[config.mk]
export PLATFORM = sky130hd
export DESIGN_NAME = sram_page_addr
export DESIGN_NICKNAME = d
export VERILOG_FILES = /design/src/rtl/sram_page_pkg.sv /design/src/rtl/sram_page_regs.sv /design/src/rtl/sram_page_flags.sv /design/src/rtl/sram_page_mux.sv /design/src/rtl/sram_page_addr.sv
export SDC_FILE = /design/constraint.sdc
export NUM_CORES = 1
export LEC_CHECK = 0
export ABC_AREA = 0
export BUFFER_PORTS_ARGS = -buffer_cell sky130_fd_sc_hd__buf_2
export CAP_MARGIN = 25
export CORE_ASPECT_RATIO = 1.4
export CORE_MARGIN = 2
export CORE_UTILIZATION = 50
export CTS_CLUSTER_DIAMETER = 30
export DETAILED_ROUTE_END_ITERATION = 10
export PLACE_DENSITY = 0.94
export SLEW_MARGIN = 0
export SYNTH_ARGS = -nofsm -noshare
export SYNTH_HDL_FRONTEND = slang
export SYNTH_SLANG_ARGS = --single-unit
[constraint.sdc]
create_clock -name clk -period 2.7 [get_ports clk]
set_clock_uncertainty 0.05 [all_clocks]
set_input_delay 0.135 -clock clk [delete_from_list [all_inputs] [get_ports clk]]
set_output_delay 0.135 -clock clk [all_outputs]
set_load 0.03 [all_outputs]
[src/rtl/sram_page_pkg.sv]
package sram_page_pkg;

   localparam int KIND_W = 3;
   localparam int SEL_W  = 3;
   localparam int NUM_PG = 5;

   typedef enum logic [KIND_W-1:0] {
      KIND_NORMAL = 3'd0,
      KIND_INDEX  = 3'd1,
      KIND_STACK  = 3'd2,
      KIND_MV_RD  = 3'd3,
      KIND_MV_WR  = 3'd4
   } acc_kind_e;

   // Write-select codes; page-register codes double as bank indices
   localparam logic [SEL_W-1:0] SEL_CUR  = 3'd0;
   localparam logic [SEL_W-1:0] SEL_IDX  = 3'd1;
   localparam logic [SEL_W-1:0] SEL_STK  = 3'd2;
   localparam logic [SEL_W-1:0] SEL_MVR  = 3'd3;
   localparam logic [SEL_W-1:0] SEL_MVW  = 3'd4;
   localparam logic [SEL_W-1:0] SEL_FLAG = 3'd5;

endpackage

[src/rtl/sram_page_regs.sv]
module sram_page_regs
   import sram_page_pkg::*;
#(
   parameter int PAGE_W = 3
) (
   input  logic                           clk,
   input  logic                           rst_n,
   input  logic                           wr_en,
   input  logic [SEL_W-1:0]               wr_sel,
   input  logic [PAGE_W-1:0]              wr_page,
   output logic [NUM_PG-1:0][PAGE_W-1:0]  pg_q
);

   generate
      for (genvar g = 0; g < NUM_PG; g++) begin : g_pg
         logic [PAGE_W-1:0] q;
         always_ff @(posedge clk or negedge rst_n) begin
            if (!rst_n)
               q <= '0;
            else if (wr_en && (wr_sel == SEL_W'(g)))
               q <= wr_page;
         end
         assign pg_q[g] = q;
      end
   endgenerate

   AST_PAGE_HOLD: assert property (@(posedge clk) disable iff (!rst_n)
      !(wr_en && (wr_sel < SEL_W'(NUM_PG))) |=> $stable(pg_q));

   AST_PAGE_WRITE: assert property (@(posedge clk) disable iff (!rst_n)
      (wr_en && (wr_sel == SEL_STK)) |=> (pg_q[SEL_STK] == $past(wr_page)));

endmodule

[src/rtl/sram_page_flags.sv]
module sram_page_flags
   import sram_page_pkg::*;
#(
   parameter int DATA_W = 8
) (
   input  logic              clk,
   input  logic              rst_n,
   input  logic              wr_en,
   input  logic [SEL_W-1:0]  wr_sel,
   input  logic [DATA_W-1:0] wr_data,
   input  logic              irq_enter,
   input  logic              irq_return,
   input  logic [DATA_W-1:0] pop_flags,
   output logic [DATA_W-1:0] flags_q
);

   // Priority: entry clear, then return restore, then software write
   always_ff @(posedge clk or negedge rst_n) begin
      if (!rst_n)
         flags_q <= '0;
      else if (irq_enter)
         flags_q <= '0;
      else if (irq_return)
         flags_q <= pop_flags;
      else if (wr_en && (wr_sel == SEL_FLAG))
         flags_q <= wr_data;
   end

   AST_ENTER_CLEARS: assert property (@(posedge clk) disable iff (!rst_n)
      irq_enter |=> (flags_q == '0));

   AST_RETURN_RESTORES: assert property (@(posedge clk) disable iff (!rst_n)
      (irq_return && !irq_enter) |=> (flags_q == $past(pop_flags)));

   AST_FLAG_WRITE: assert property (@(posedge clk) disable iff (!rst_n)
      (wr_en && (wr_sel == SEL_FLAG) && !irq_enter && !irq_return)
      |=> (flags_q == $past(wr_data)));

endmodule

[src/rtl/sram_page_mux.sv]
module sram_page_mux
   import sram_page_pkg::*;
#(
   parameter int PAGE_W = 3,
   parameter int ADDR_W = 8,
   localparam int SRAM_W = PAGE_W + ADDR_W
) (
   input  logic [KIND_W-1:0]              kind,
   input  logic [ADDR_W-1:0]              addr,
   input  logic [1:0]                     mode,    // flag page-mode bits, upper first
   input  logic [NUM_PG-1:0][PAGE_W-1:0]  pg,
   output logic [SRAM_W-1:0]              sram_addr
);

   logic [PAGE_W-1:0] page;

   always_comb begin
      page = '0;
      unique case (acc_kind_e'(kind))
         KIND_NORMAL: if (mode[1]) page = pg[SEL_CUR];
         KIND_INDEX: begin
            if (mode == 2'b11)      page = pg[SEL_IDX];
            else if (mode == 2'b10) page = pg[SEL_CUR];
         end
         KIND_STACK: page = pg[SEL_STK];
         KIND_MV_RD: page = pg[SEL_MVR];
         KIND_MV_WR: page = pg[SEL_MVW];
         default:    page = '0;
      endcase
   end

   assign sram_addr = {page, addr};

endmodule

[src/rtl/sram_page_addr.sv]
module sram_page_addr
   import sram_page_pkg::*;
#(
   parameter int PAGE_W = 3,
   parameter int ADDR_W = 8,
   parameter int DATA_W = 8,
   localparam int SRAM_W = PAGE_W + ADDR_W
) (
   input  logic              clk,
   input  logic              rst_n,
   input  logic [2:0]        acc_kind,
   input  logic [ADDR_W-1:0] acc_addr,
   input  logic              wr_en,
   input  logic [2:0]        wr_sel,
   input  logic [DATA_W-1:0] wr_data,
   input  logic              irq_enter,
   input  logic              irq_return,
   input  logic [DATA_W-1:0] pop_flags,
   output logic [SRAM_W-1:0] sram_addr,
   output logic [DATA_W-1:0] push_flags
);

   generate
      if (PAGE_W < 1 || PAGE_W > DATA_W) begin : g_bad_page
         $error("PAGE_W must lie between 1 and DATA_W");
      end
      if (DATA_W < 2) begin : g_bad_data
         $error("DATA_W must hold two page-mode bits");
      end
      if (ADDR_W < 1) begin : g_bad_addr
         $error("ADDR_W must be positive");
      end
   endgenerate

   logic [NUM_PG-1:0][PAGE_W-1:0] pg_q;
   logic [DATA_W-1:0]             flags_q;

   sram_page_regs #(.PAGE_W(PAGE_W)) i_regs (
      .clk     (clk),
      .rst_n   (rst_n),
      .wr_en   (wr_en),
      .wr_sel  (wr_sel),
      .wr_page (wr_data[PAGE_W-1:0]),
      .pg_q    (pg_q)
   );

   sram_page_flags #(.DATA_W(DATA_W)) i_flags (
      .clk        (clk),
      .rst_n      (rst_n),
      .wr_en      (wr_en),
      .wr_sel     (wr_sel),
      .wr_data    (wr_data),
      .irq_enter  (irq_enter),
      .irq_return (irq_return),
      .pop_flags  (pop_flags),
      .flags_q    (flags_q)
   );

   sram_page_mux #(.PAGE_W(PAGE_W), .ADDR_W(ADDR_W)) i_mux (
      .kind      (acc_kind),
      .addr      (acc_addr),
      .mode      (flags_q[DATA_W-1:DATA_W-2]),
      .pg        (pg_q),
      .sram_addr (sram_addr)
   );

   assign push_flags = flags_q;

   AST_STACK_PAGE: assert property (@(posedge clk) disable iff (!rst_n)
      (acc_kind == KIND_STACK) |-> (sram_addr[SRAM_W-1:ADDR_W] == pg_q[SEL_STK]));

   AST_NORMAL_ZERO: assert property (@(posedge clk) disable iff (!rst_n)
      ((acc_kind == KIND_NORMAL) && !flags_q[DATA_W-1]) |-> (sram_addr[SRAM_W-1:ADDR_W] == '0));

   AST_MOVE_PAGE: assert property (@(posedge clk) disable iff (!rst_n)
      (acc_kind == KIND_MV_WR) |-> (sram_addr[SRAM_W-1:ADDR_W] == pg_q[SEL_MVW]));

   AST_UNUSED_KIND: assert property (@(posedge clk) disable iff (!rst_n)
      (acc_kind > KIND_MV_WR) |-> (sram_addr[SRAM_W-1:ADDR_W] == '0));

   AST_OFFSET_PASS: assert property (@(posedge clk) disable iff (!rst_n)
      sram_addr[ADDR_W-1:0] == acc_addr);

endmodule

==> results.md <==
* Synth area leader: dfrtp_1
* Leading post-synthesis cells by cell area: dfrtp_1 46%, mux2_2 13%, nor3_1 7.6%, a2111oi_1 5.6%, buf_4 5.4%
* Final hold vios at 0
* Arrival time at the worst endpoint at 1.52 ns
* Logic pwr share at about 25%
* Gr usage total at 19.7%
* Delay-heaviest family, CP: flip-flops
* PwrDens at approximately 550 nW/um2
* Seq/Total Area, Yosys at around 46%
* CP bufs+invs at 1
* Largest fanout on the critical path at 5
* Psw at around 230 uW
* Synth-to-layout area growth at 14.7%
* Final worst path period share at between 60% and 70%
* R2R depth at 2
* Syn Nets at around 150
* Post-route cell area at 1440 um2
* HPWL after detailed placement at about 2000 um
* Initial drt markers at 19
* I/O Pins at 54
* Critical path's largest stage delay at ~0.48 ns
* Clock Power Share at between 10% and 20%
* Relative slew margins at about two thirds
* Max Buffers Root-to-Sink at 2
* Initial antenna violation count at 0
* Ant. Diodes at 0
* Unrepaired setup endpoints after global routing: false
* Max rail drop VDD at around 0.4 mV
* Endpoints failing setup at 0
* Post-synth top cells: 23 x dfrtp_1, 19 x nor3_1, 15 x mux2_2, 9 x buf_4, 9 x nand2_1
* Clock sinks at 23
* Async set-reset flop share out of synthesis at 100%
* Hold Path Class: in -> reg
* Clk Latency, worst-skew pair at ~0.30 ns
* CTS Buf Count at 3
* Clk slew on worst S/H paths at roughly 0.11 ns
* Fmax at just under 0.6 GHz
* Outcome: finished clean
* Die area at a little under 3000 um2
* Core Footprint at roughly 2400 um2
* Synth unique cells at 22
* Dpl cell area at about 1400 um2
* Gate Count Post-Synth at between 100 and 150
* Worst Setup End Kind: output port
* Root Buffer Master: clkbuf_4
* Number of global-route vias before repair at between 1,000 and 1,500
* Slew Viols, Final at 0
* Crit path max-delay cell type: dfrtp_1
* # rows at 21
* Die Ht at 63.2 um
* Antenna-violating nets left at 0
* Ys flop type: dfrtp_1
* Drt first pass iters at 4
* Setup Total Neg Slack at 0 ns
* Register bit count reported by yosys at 23
* Setup WS post-layout at approximately 1 ns
* Int Pwr at between 500 and 600 uW
* Synthesized area at about 1300 um2
* CP Launch Type: register
* Total wire length at around 2600 um
* Seq pwr share at between 50% and 60%
* Crit path depth at 4
* Top-count cell post-synth: dfrtp_1
* Starting Density at between 50 and 60%
* Slew @ Worst Pin at approximately 0.5 ns
* H-tree depth at 1
* Gr ovfl total at 0
* Top-area cell type share of the netlist area at 46.0%
* First-pass GRT wire length at around 4300 um
* Tmin final at ~1.7 ns
* Fraction of layout cells with a size suffix above 1 at a little under two fifths
* Worst path cell trace: mux2i_1, o22ai_1, a211o_1, buf_2
* Die width at 46.3 um
* Sw Share at about 30%
* Routability cong. at just under 1
* Drt wl/cell at 14.5 um
* DR vias/cell at slightly below 6
* CTS tree: yes
* IO buf count at 37
* Mean Syn Cell Area at 10.6 um2
* LEAKAGE at 0.000672 uW
* CP required at 2.52 ns
* Yosys warns at 0
* Core Util, Final at between 60 and 70%
* Pin count of the biggest net entering global routing at 25
* DR vias at around 1,100
* Type of the worst setup path: reg -> out
* # DRC at 0
* Final #Nets at around 180
* Number of synthesized flops with an enable pin at 0
* Number of max-cap violations at 0
* Hold Crit Depth at 3
* Dpl ws at between 1 and 1.5 ns
==> power groups by stage <==
| stage | clock network (uW) | logic [uW] | registers, uW |
|---|---|---|---|
| 2_1_floorplan | 0 | 134 | 452 |
| 3_3_place_gp | 0 | 185 | 443 |
| 3_5_place_dp | 0 | 193 | 448 |
| 4_1_cts | 156 | 194 | 441 |
| 5_1_grt | 174 | 211 | 449 |
| 6_report | 151 | 193 | 442 |
==> worst paths after layout <==
path | from | endpoint | slack [ns]
worst max register to register | i_flags.flags_q[6] | i_flags.flags_q[6] | 1.60
worst max-delay path | i_flags.flags_q[6] | sram_addr[10] | 1.0
max in group asynchronous | rst_n | i_regs.g_pg[2].q[0] | 1.99
worst min register to register | i_regs.g_pg[4].q[2] | i_regs.g_pg[4].q[2] | 0.47
min in group asynchronous | rst_n | i_flags.flags_q[3] | 0.28
worst min-delay path | pop_flags[7] | i_flags.flags_q[7] | 0.02
==> routing by layer <==
metal  vias to the layer above  track usage (%)  part of all wire [%]
li1                        493                -                     -
met1                       493             24.3                    41
met2                        60             35.2                    51
met3                         4             1.72                   7.2
met4                         0             4.29                  0.80
met5                         -                0                     0
==> final cells by class <==
cell class	count	area, um2
Timing Repair Buffer	38	195
Fill cell	215	955
Multi-Input combinational cell	75	567
Inverter	8	30.0
Tap cell	34	42.5
Sequential cell	23	576
Clock buffer	4	26.3
==> worst min-delay path, delay by kind of cell <==
kind | cells | cell delay, ns
AOI/OAI and AO/OA | 1 | 0.06
buffers and inverters | 2 | 0.13
==> state kept, by name, indices dropped and copies added, names as in the netlist <==
name	count
i_regs.g_pg.q	15
i_flags.flags_q	8
==> cells by family (layout without fill, tap and decap cells) <==
family                 count (synthesis)  after routing  synth area share (%)
AO/OA/AOI/OAI                         17             17                  12.0
flip-flops                            23             23                  46.0
buffers and inverters                 20             50                  8.79
AND/OR/NAND/NOR                       40             40                  17.4
multiplexers                          18             18                  15.9
==> timing repair <==
item / in CTS / in global routing
endpoints found under the hold margin: 23 / 0
hold buffers: 1 / 0
gates resized for setup: 0 / 0
buffers inserted: 0 / 0
==> cells in the final DEF (no fill, tap or decap), drive strengths merged, types with 3 or more instances in the layout <==
cell type / n
o22ai: 3
inv: 8
nand2: 9
nor3: 19
a2111oi: 8
clkbuf: 4
buf: 37
dfrtp: 23
a211o: 3
mux2: 15
mux2i: 3
==> per-stage QoR <==
step | total power, uW | instances | hold WS (ns)
detailed placement | 641 | 177 | 0.0769
CTS | 792 | 182 | 0.0143
global route | 834 | 182 | 0.0162
floorplan | 586 | 118 | -0.211
global placement | 628 | 177 | 0.0664
finish | 785 | 182 | 0.0193
No activity file was read; power rests on OpenSTA's default activity.
